==> config.mk <==
export PLATFORM = sky130hd
export DESIGN_NAME = seg_xlate_unit
export DESIGN_NICKNAME = d
export VERILOG_FILES = /design/src/rtl/seg_xlate_pkg.sv /design/src/rtl/seg_table.sv /design/src/rtl/seg_check.sv /design/src/rtl/seg_xlate_unit.sv
export SDC_FILE = /design/constraint.sdc
export NUM_CORES = 1
export LEC_CHECK = 0
export BUFFER_PORTS_ARGS = -buffer_cell sky130_fd_sc_hd__buf_2
export CORE_MARGIN = 3
export CORE_UTILIZATION = 34
export CTS_BUF_LIST = sky130_fd_sc_hd__clkbuf_4 sky130_fd_sc_hd__clkbuf_8 sky130_fd_sc_hd__clkbuf_16
export DETAILED_ROUTE_END_ITERATION = 16
export SLEW_MARGIN = 20
export SYNTH_ARGS = -nofsm -noshare
export SYNTH_HDL_FRONTEND = slang
export SYNTH_SLANG_ARGS = --single-unit
==> constraint.sdc <==
create_clock -name clk_i -period 2.9 [get_ports clk_i]
set_input_delay 0.435 -clock clk_i [delete_from_list [all_inputs] [get_ports clk_i]]
set_output_delay 0.435 -clock clk_i [all_outputs]
set_load 0.05 [all_outputs]
==> src/rtl/seg_xlate_pkg.sv <==
package seg_xlate_pkg;
  typedef enum logic [1:0] {
    XERR_NONE    = 2'd0,
    XERR_BOUNDS  = 2'd1,
    XERR_INVALID = 2'd2,
    XERR_WPROT   = 2'd3
  } xerr_e;
endpackage

==> src/rtl/seg_table.sv <==
module seg_table #(
  parameter int unsigned SEG_BITS = 2,
  parameter int unsigned PA_W     = 16,
  parameter int unsigned LIM_W    = 15,
  localparam int unsigned N_SEG   = 1 << SEG_BITS
) (
  input  logic                clk_i,
  input  logic                rst_ni,
  input  logic                we_i,
  input  logic                priv_i,
  input  logic [SEG_BITS-1:0] wr_idx_i,
  input  logic [PA_W-1:0]     wr_base_i,
  input  logic [LIM_W-1:0]    wr_limit_i,
  input  logic                wr_valid_i,
  input  logic                wr_ro_i,
  input  logic [SEG_BITS-1:0] rd_idx_i,
  output logic [PA_W-1:0]     rd_base_o,
  output logic [LIM_W-1:0]    rd_limit_o,
  output logic                rd_valid_o,
  output logic                rd_ro_o
);
  logic [PA_W-1:0]  base_q  [N_SEG];
  logic [LIM_W-1:0] limit_q [N_SEG];
  logic [N_SEG-1:0] valid_q;
  logic [N_SEG-1:0] ro_q;

  for (genvar g = 0; g < N_SEG; g++) begin : g_ent
    logic hit;
    assign hit = we_i && priv_i && (wr_idx_i == SEG_BITS'(g));

    always_ff @(posedge clk_i or negedge rst_ni) begin
      if (!rst_ni) begin
        base_q[g]  <= '0;
        limit_q[g] <= '0;
        valid_q[g] <= 1'b0;
        ro_q[g]    <= 1'b0;
      end else if (hit) begin
        base_q[g]  <= wr_base_i;
        limit_q[g] <= wr_limit_i;
        valid_q[g] <= wr_valid_i;
        ro_q[g]    <= wr_ro_i;
      end
    end

    assert_unpriv_write_ignored_R8: assert property (
      @(posedge clk_i) disable iff (!rst_ni)
      (we_i && !priv_i) |=> ($stable(base_q[g]) && $stable(limit_q[g])
                             && $stable(valid_q[g]) && $stable(ro_q[g])));
  end

  assign rd_base_o  = base_q[rd_idx_i];
  assign rd_limit_o = limit_q[rd_idx_i];
  assign rd_valid_o = valid_q[rd_idx_i];
  assign rd_ro_o    = ro_q[rd_idx_i];
endmodule

==> src/rtl/seg_check.sv <==
module seg_check
  import seg_xlate_pkg::*;
#(
  parameter int unsigned OFF_W = 14,
  parameter int unsigned PA_W  = 16,
  parameter int unsigned LIM_W = 15
) (
  input  logic [OFF_W-1:0] offset_i,
  input  logic             store_i,
  input  logic [PA_W-1:0]  base_i,
  input  logic [LIM_W-1:0] limit_i,
  input  logic             valid_i,
  input  logic             ro_i,
  output logic [PA_W-1:0]  paddr_o,
  output xerr_e            err_o
);
  logic [LIM_W-1:0] off_ext;
  logic [PA_W-1:0]  sum;

  assign off_ext = LIM_W'(offset_i);
  assign sum     = base_i + PA_W'(offset_i);

  // priority: invalid, then bounds, then write protect
  always_comb begin
    if (!valid_i)                 err_o = XERR_INVALID;
    else if (off_ext >= limit_i)  err_o = XERR_BOUNDS;
    else if (store_i && ro_i)     err_o = XERR_WPROT;
    else                          err_o = XERR_NONE;
  end

  assign paddr_o = (err_o == XERR_NONE) ? sum : '0;
endmodule

==> src/rtl/seg_xlate_unit.sv <==
module seg_xlate_unit
  import seg_xlate_pkg::*;
#(
  parameter int unsigned VA_W     = 16,
  parameter int unsigned SEG_BITS = 2,
  parameter int unsigned PA_W     = 16,
  localparam int unsigned OFF_W   = VA_W - SEG_BITS,
  localparam int unsigned LIM_W   = OFF_W + 1
) (
  input  logic                clk_i,
  input  logic                rst_ni,
  input  logic                req_valid_i,
  input  logic [VA_W-1:0]     req_vaddr_i,
  input  logic                req_store_i,
  output logic                rsp_valid_o,
  output logic [PA_W-1:0]     rsp_paddr_o,
  output logic [1:0]          rsp_err_o,
  input  logic                cfg_we_i,
  input  logic                cfg_priv_i,
  input  logic [SEG_BITS-1:0] cfg_idx_i,
  input  logic [PA_W-1:0]     cfg_base_i,
  input  logic [LIM_W-1:0]    cfg_limit_i,
  input  logic                cfg_valid_i,
  input  logic                cfg_ro_i
);
  logic [SEG_BITS-1:0] seg;
  logic [OFF_W-1:0]    off;
  logic [PA_W-1:0]     ent_base;
  logic [LIM_W-1:0]    ent_limit;
  logic                ent_valid, ent_ro;
  logic [PA_W-1:0]     chk_paddr;
  xerr_e               chk_err;

  assign seg = req_vaddr_i[VA_W-1 -: SEG_BITS];
  assign off = req_vaddr_i[OFF_W-1:0];

  seg_table #(.SEG_BITS(SEG_BITS), .PA_W(PA_W), .LIM_W(LIM_W)) u_table (
    .clk_i      (clk_i),
    .rst_ni     (rst_ni),
    .we_i       (cfg_we_i),
    .priv_i     (cfg_priv_i),
    .wr_idx_i   (cfg_idx_i),
    .wr_base_i  (cfg_base_i),
    .wr_limit_i (cfg_limit_i),
    .wr_valid_i (cfg_valid_i),
    .wr_ro_i    (cfg_ro_i),
    .rd_idx_i   (seg),
    .rd_base_o  (ent_base),
    .rd_limit_o (ent_limit),
    .rd_valid_o (ent_valid),
    .rd_ro_o    (ent_ro)
  );

  seg_check #(.OFF_W(OFF_W), .PA_W(PA_W), .LIM_W(LIM_W)) u_check (
    .offset_i (off),
    .store_i  (req_store_i),
    .base_i   (ent_base),
    .limit_i  (ent_limit),
    .valid_i  (ent_valid),
    .ro_i     (ent_ro),
    .paddr_o  (chk_paddr),
    .err_o    (chk_err)
  );

  always_ff @(posedge clk_i or negedge rst_ni) begin
    if (!rst_ni) begin
      rsp_valid_o <= 1'b0;
      rsp_paddr_o <= '0;
      rsp_err_o   <= '0;
    end else begin
      rsp_valid_o <= req_valid_i;
      rsp_paddr_o <= req_valid_i ? chk_paddr : '0;
      rsp_err_o   <= req_valid_i ? chk_err : '0;
    end
  end

  assert_rsp_follows_req_R3: assert property (
    @(posedge clk_i) disable iff (!rst_ni)
    req_valid_i |=> rsp_valid_o);

  assert_no_spurious_rsp_R3: assert property (
    @(posedge clk_i) disable iff (!rst_ni)
    !req_valid_i |=> !rsp_valid_o);

  assert_invalid_wins_R5: assert property (
    @(posedge clk_i) disable iff (!rst_ni)
    (req_valid_i && !ent_valid) |=> (rsp_err_o == 2'd2));

  assert_bounds_flag_R4: assert property (
    @(posedge clk_i) disable iff (!rst_ni)
    (req_valid_i && ent_valid && (LIM_W'(off) >= ent_limit)) |=> (rsp_err_o == 2'd1));

  assert_err_zero_addr_R7: assert property (
    @(posedge clk_i) disable iff (!rst_ni)
    (rsp_err_o != 2'd0) |-> (rsp_paddr_o == '0));

  assert_idle_quiet_R10: assert property (
    @(posedge clk_i) disable iff (!rst_ni)
    !rsp_valid_o |-> (rsp_paddr_o == '0 && rsp_err_o == 2'd0));
endmodule

# Yosys cells after proc, flatten, opt, wreduce, memory -nomap -nowiden
# Cells that the tools add are included.
# totals
regBits,151
word_cells,51
out_inout_bits,19
# classes
magnitude_cmp,3
eq_ne,3
muxes,16
n_addsub,1
bitwise,1
n_reduce_logical,8
# op_table
cell,n
$mux 16,4
$bmux 16 s2,1
$bmux 15 s2,1
$mux 15,2
$add 16x14->16,1
$ge 14x15->1,1
$mux 2,4
$logic_and 1x1->1,6
$bmux 1 s2,2
$eq 2x2->1 const B,2
$logic_not 2->1,2
$ge 3x3->1 const B,1
$lt 2x3->1 const B,1
$not 2->3,1
$eq 2x1->1 const B,1
$mux 1,2

# Longest topological paths before layout
# Gate-level depths: netlist (run 1).
# depth
ltp_word,10
mapped_depth,13

# Hierarchy
# Synthesis (run 1) repeated with hierarchy kept, for this count alone.
# hier_totals
cells_unflattened,554
area_unflattened_um2,7813.7
# by_module_without_submodules
module,n_inst,seq_area_each_um2,cells_each,area_per_inst_um2
seg_table,1,3303.2,322,5863.1
seg_check,1,0.0,194,1333.8
seg_xlate_unit,1,475.5,38,616.8

# Least setup slack after synthesis (run 1)
# Ideal clock, no wire load.
# synth_path
kind,input to register
start,in req_vaddr_i[14]
end,reg rsp_paddr_o[14]
path_slack_ps,-423
cell_stages,12
n_path_buf,3
t_arrival_ps,3204
cell_sequence,buf_6 buf_4 buf_2 mux4_2 ha_1 fa_1 a21o_1 a41oi_1 a21oi_1 o31ai_1 xnor2_1 and2_1
# synth_between
elab_chain_len,10
elab_cells_between_ends,20
cone_classes,1 x add/sub; 1 x order compare; 15 x mux; 1 x bitwise; 2 x reduce/logical
# synth_lines
element,line,text
from (decl),seg_xlate_unit.sv:13,"input logic [VA_W-1:0] req_vaddr_i,"
$not 2->3 (not written as such),"seg_table.sv:51, seg_table.sv:52",
$bmux 15 s2,seg_table.sv:52,assign rd_limit_o = limit_q[rd_idx_i];
$mux 15 (not written as such) (2 in series),seg_table.sv:52,
$ge 14x15->1,seg_check.sv:26,else if (off_ext >= limit_i) err_o = XERR_BOUNDS;
$mux 2,seg_check.sv:26,
$mux 2,seg_check.sv:25,if (!valid_i) err_o = XERR_INVALID;
$logic_not 2->1,seg_check.sv:31,assign paddr_o = (err_o == XERR_NONE) ? sum : '0;
$mux 16 (*),seg_check.sv:31,
$mux 16 (*),seg_xlate_unit.sv:72,rsp_paddr_o <= req_valid_i ? chk_paddr : '0;
to (signal assigned),seg_xlate_unit.sv:72,
to (decl),seg_xlate_unit.sv:16,"output logic [PA_W-1:0] rsp_paddr_o,"
# Every way passes the cells marked *; elsewhere a longest branch is shown, timed or not. The select of a mux whose other input is x is not followed.
# A chain may end at the register's enable or synchronous reset.

# Worst setup path after layout (run 1)
# layout_path
start,in req_vaddr_i[14]
end,reg rsp_paddr_o[10]
# Same word-level chain as after synthesis.

==> impl_metrics.tcl, run 1 <==
set metrics [dict create \
    status "completed" \
    hold_buffers 0 \
    clkPwrFrac 0.347 \
    grt_pass1_wl_um 27600 \
    p_seq_frac 0.391 \
    synth_edf_count 0 \
    synth-main-ff-cell "dfrtp_1" \
    stdcell_count 899 \
    dp_hpwl_um 11900 \
    async_reset_ff_frac 1.00 \
    dp_worst_setup_slack_ns -0.0556 \
    p_comb_frac 0.262 \
    slew_violations 0 \
    dp_cells 868 \
    dieArea_sq_mm 0.0233 \
    grt_pass1_vias 5137 \
    maxSlewHeadroom 0.545 \
    drt_iter0_drc 163 \
    clockRootBuffer "clkbuf_16" \
    synth.avg_cell_area_sq_um 14.5 \
    dpl_cell_area_sq_mm 0.00831 \
    hold_viol_final 0 \
    io_buffers 75 \
    initial_utilization 0.347 \
    irDropWorstVdd_v 0.000424 \
    rows 53 \
    drt_wl_total_um 16900 \
    clk_pin_slew_ns 0.06 \
    stdcell_area_sq_mm 0.00897 \
    overflow 0 \
    cts_tree "done" \
    area_delta_synth_final_pct 22.7 \
    syn-num-nets 589 \
    multi_input_area_sq_mm 0.00341 \
    synth_top_area_share 0.517 \
    p_sw_frac 0.271 \
    p_per_area_mw_per_mm2 788 \
    min_path_type "input port to async pin" \
    die_w_um 153 \
    startpoint_type "input port" \
    clkLatencyLatePin_ns 0.42 \
    rsz0062_at_grt "no" \
    netlist_area_sq_mm 0.00731 \
    cts_made_buffers 17 \
    io_pins 76 \
    ys_types 49 \
    fin_worst_skew_ns 0.00819 \
    fin_tns_setup_ns 0 \
    cts.sinks 151 \
    n_fill_cell 1956 \
    clock.fmax_mhz 394 \
    grt_max_degree 75 \
    antennaDiodeCount 0 \
    vias 4527 \
    layout_worst_path_cycle_share 0.874 \
    nets 698 \
    synth.largest_area_cell "dfrtp_1" \
    ys_seq_area_frac 0.517 \
    drc 0 \
    regArea_sq_mm 0.00378 \
    core_sq_mm 0.0211 \
    cp.arrival_ns 2.89 \
    tightest_slew_ns 0.682 \
    power_mw 7.07 \
    die_y_um 153 \
    via_per_inst 5.04 \
    drt_first_pass_iters 4 \
    antenna_found_initial 0 \
    crit_fanout 16 \
    synthCells 503 \
    postRouteAntennaNets 0 \
    post_cts.repair.setup_buffers 0 \
    htreeDepth 4 \
    globalplace.congestion 0.853 \
    ys_ff_latch 151 \
    cts_resized 0 \
    yosysWarnings 0 \
    end_kind "flop" \
    clock_path_buffers 2 \
    ys_top_cells_by_area "dfrtp_1, mux2_2, mux4_2" \
    required_ns 3.25 \
    p_int_mw 5.16 \
    final-setup-viol-count 0 \
    layout_setup_ws_ns 0.364 \
    crit_type "input port to flop" \
    grt_usage 0.151 \
    routedWlPerCell_um 18.8 \
    p_leak_nw 4.10 \
    fin_crit_ns 2.54 \
    p_switching_mw 1.91 \
    drive_gt1_frac 0.510 \
    drv_cap 0 \
]
==> power groups by stage <==
stage / logic, mW / registers [mW] / clock network [mW]
after floorplan: 1.18 / 2.88 / 0
after global placement: 1.82 / 2.76 / 0
after detailed placement: 1.87 / 2.80 / 0
after CTS: 1.88 / 2.77 / 2.51
after global routing: 2.05 / 2.82 / 2.61
final: 1.85 / 2.77 / 2.45
==> routing by layer <==
| metal | vias to the layer above | wire, um | track usage |
|---|---|---|---|
| li1 | 2076 | - | - |
| met1 | 2345 | 7750 | 0.204 |
| met2 | 89 | 8080 | 0.242 |
| met3 | 17 | 847 | 0.0435 |
| met4 | 0 | 198 | 0.0322 |
| met5 | - | 0 | 0 |
==> area by class of cell <==
class	count	area share
flip-flops and latches	151	0.421
inverters	16	0.00669
repair buffers	111	0.0796
clock buffers	23	0.0552
multi-input cells	315	0.380
well taps	275	0.0383
clock inverters	8	0.0187
==> stage by stage <==
| step | util | hold slack, ns |
|---|---|---|
| after global routing | 0.425 | 0.0761 |
| after CTS | 0.425 | 0.0610 |
| after global placement | 0.394 | 0.481 |
| final | 0.425 | 0.0292 |
| after detailed placement | 0.394 | 0.488 |
| after floorplan | - | 0.139 |
==> sequential cells by signal, summed over array words and instances (netlist names) <==
register,cells
u_table.limit_q,60
rsp_valid_o,1
u_table.valid_q,4
u_table.ro_q,4
rsp_err_o,2
u_table.base_q,64
rsp_paddr_o,16
==> Yosys cell counts (all sizes together) (2+ instances only) <==
| master | count |
|---|---|
| nand3 | 5 |
| buf | 12 |
| a31o | 2 |
| dfrtp | 151 |
| a21oi | 20 |
| ha | 28 |
| o2bb2ai | 2 |
| nor2b | 3 |
| and3 | 2 |
| nand4 | 4 |
| inv | 16 |
| o21ai | 9 |
| nor2 | 8 |
| or3 | 2 |
| o31a | 2 |
| xnor2 | 5 |
| nand2b | 3 |
| a21o | 6 |
| nand2 | 17 |
| xor2 | 6 |
| clkbuf | 9 |
| mux2 | 132 |
| and2 | 13 |
| mux4 | 33 |
==> cells by family (layout without fill, tap and decap cells) <==
group	Yosys count	in the layout	synth area share
xor gates and xnor gates	11	11	0.0132
DFF	151	151	0.517
AOI/OAI and AO/OA	49	49	0.0447
and+or+nand+nor	61	61	0.0452
buffers and inverters	37	158	0.0228
adders and majority gates	29	29	0.0507
muxes	165	165	0.307
==> cells in the final DEF, fill, tap and decap left out, drive strengths merged, types with 6 or more instances in the layout <==
| cell type | count |
|---|---|
| a21oi | 20 |
| dfrtp | 151 |
| buf | 111 |
| mux4 | 33 |
| nand2 | 17 |
| inv | 16 |
| nor2 | 8 |
| ha | 28 |
| o21ai | 9 |
| a21o | 6 |
| mux2 | 132 |
| xor2 | 6 |
| and2 | 13 |
| clkbuf | 23 |
==> worst max-delay path: stages <==
cell	delay, ns
buf_2	0.14
buf_12	0.19
mux4_2	0.51
inv_1	0.07
ha_1	0.23
a21o_1	0.18
a21oi_1	0.24
buf_4	0.17
o2111ai_1	0.19
a21oi_4	0.22
buf_12	0.15
and3_1	0.15
==> worst paths after layout <==
check	from	to	slack [ns]	depth (start not counted)
setup / recovery	req_vaddr_i[14]	rsp_paddr_o[10]$_DFF_PN0_	0.36	12
min in group clk_i	req_valid_i	rsp_valid_o$_DFF_PN0_	0.18	1
max in group asynchronous	rst_ni	u_table.base_q[37]$_DFFE_PN0P_	2.04	2
setup reg to reg	u_table.limit_q[12]$_DFFE_PN0P_	rsp_paddr_o[10]$_DFF_PN0_	0.39	10
hold / removal	rst_ni	u_table.limit_q[28]$_DFFE_PN0P_	0.03	1
hold reg to reg	u_table.limit_q[20]$_DFFE_PN0P_	u_table.limit_q[20]$_DFFE_PN0P_	0.50	1
Power figures use the tool's default switching activity.
==> inputs of run 2 (changes only) <==
Settings changed: CORE_UTILIZATION 34 to 42.
==> run 2 against run 1 <==
Clock power fell by 11%; critical endpoint unchanged; critical path depth fell by 4; critical path type is now flop to flop; wire length fell by 4.6%; final cell count fell by 5.8%.
==> impl_metrics.tcl, run 2 (same netlist as run 1, synthesis figures left out) <==
set metrics [dict create \
    cts_made_buffers 17 \
    die_y_um 138 \
    clock_path_buffers 2 \
    hold_viol_final 0 \
    cp.arrival_ns 2.84 \
    final_common_cell "dfrtp_1" \
    dp_hpwl_um 11200 \
    hold_buffers 0 \
    grt_usage 0.185 \
    layout_setup_ws_ns 0.359 \
    rsz0062_at_grt "no" \
    drc 0 \
    status "completed" \
    cp_slowest_stage_delay_ns 0.47 \
    p_int_mw 4.89 \
    antenna_found_initial 1 \
    min_path_type "input port to async pin" \
    antennaDiodeCount 0 \
    dp_cells 816 \
    cts_resized 0 \
    nets 701 \
    final-setup-viol-count 0 \
    path_buf_inv 0 \
    area_delta_synth_final_pct 21.5 \
    grt_max_degree 77 \
    crit_fanout 4 \
    p_per_area_mw_per_mm2 767 \
    layout_worst_path_cycle_share 0.876 \
    cp_cell_sequence "mux4_2 -> ha_2 -> fa_2 -> a21o_1 -> a41oi_2 -> a21oi_2 -> or3_1 -> and3_1" \
    p_seq_frac 0.405 \
    tightest_slew_ns 0.717 \
    grt_pass1_wl_um 26500 \
    cts.sinks 151 \
    postRouteAntennaNets 0 \
    initial_utilization 0.435 \
    vias 4552 \
    grt_pass1_vias 5070 \
    drt_first_pass_iters 4 \
    routedWlPerCell_um 19.0 \
    drt_iter0_drc 252 \
    slew_violations 0 \
    maxSlewHeadroom 0.522 \
    critPathSlowestCell "mux4_2" \
    irDropWorstVdd_v 0.000461 \
    clockRootBuffer "clkbuf_16" \
    dieArea_sq_mm 0.0190 \
    clkLatencyLatePin_ns 0.42 \
    p_comb_frac 0.274 \
    cp_top_family "adder cells" \
    startpoint_type "flop" \
    dpl_cell_area_sq_mm 0.00829 \
    power_mw 6.81 \
    mostFrequentLayoutCells "dfrtp_1, mux2_2, buf_2, buf_4, mux4_2" \
    stdcell_area_sq_mm 0.00888 \
    globalplace.congestion 0.862 \
    p_leak_nw 4.07 \
    htreeDepth 4 \
    fin_worst_skew_ns 0.00820 \
    largest_reg_flops 64 \
    clk_pin_slew_ns 0.06 \
    drv_cap 0 \
    clock.fmax_mhz 393 \
    io_pins 76 \
    core_sq_mm 0.0168 \
    required_ns 3.20 \
    p_sw_frac 0.283 \
    drive_gt1_frac 0.512 \
    crit_type "flop to flop" \
    io_buffers 75 \
    hold_slack_ns 0.0492 \
    reg_top3 "u_table.base_q x64, u_table.limit_q x60, rsp_paddr_o x16" \
    rows 47 \
    post_cts.repair.setup_buffers 0 \
    cts_tree "done" \
    drt_wl_total_um 16100 \
    fin_tns_setup_ns 0 \
    utilization 0.528 \
    overflow 0 \
    end_kind "flop" \
    dp_worst_setup_slack_ns -0.0647 \
    stdcell_count 847 \
    clkPwrFrac 0.321 \
    die_w_um 138 \
    via_per_inst 5.37 \
    largest-register "u_table.base_q" \
    fin_crit_ns 2.54 \
    p_switching_mw 1.92 \
]
## run 2: cell count changes in the layout (fill, tap and decap cells not counted), sizes merged
cell | before | now
buf | 111 | 114
clkinv | 2 | 3
inv | 16 | 17
bufinv | 5 | 2
clkbuf | 23 | 21
clkinvlp | 1 | 4
## run 2: worst register-to-register path, cell delays in order, from the launching register on
cell,delay [ns]
dfrtp_1,0.38
mux4_2,0.47
ha_2,0.21
fa_2,0.36
a21o_1,0.20
a41oi_2,0.18
a21oi_2,0.11
or3_1,0.35
and3_1,0.17
## run 2: area by class of cell
class,count,area [sq um]
clock buffer,21,474
clock inverter,10,121
fill,1459,7940
inverter,16,60.1
multi-input combinational,315,3410
sequential,151,3780
tap,220,275
timing repair buffer,114,762
## run 2: routing by layer
metal,track usage,wire length [um],vias up
met5,0,13,-
met4,0.0477,183,2
met3,0.0512,662,16
met2,0.307,7870,71
met1,0.240,7370,2372
li1,-,-,2091
## run 2: power by group through the flow
stage	clock network, mW	logic, mW	registers, mW
after floorplan	0	1.18	2.88
after global placement	0	1.83	2.77
after detailed placement	0	1.88	2.80
after CTS	2.24	1.89	2.76
after global routing	2.35	2.06	2.81
final	2.19	1.87	2.76
## run 2: worst paths after layout
path                                              endpoint                            from  slack, ns  depth (start not counted)
max                              rsp_paddr_o[10]$_DFF_PN0_   u_table.base_q[0]$_DFFE_PN0P_       0.36                          8
min                        u_table.limit_q[15]$_DFFE_PN0P_                          rst_ni       0.05                          1
max reg2reg                      rsp_paddr_o[10]$_DFF_PN0_   u_table.base_q[0]$_DFFE_PN0P_       0.36                          8
min reg2reg                 u_table.valid_q[1]$_DFFE_PN0P_  u_table.valid_q[1]$_DFFE_PN0P_       0.50                          1
max in group asynchronous  u_table.limit_q[37]$_DFFE_PN0P_                          rst_ni       2.05                          2
min in group clk_i                   rsp_valid_o$_DFF_PN0_                     req_valid_i       0.19                          1
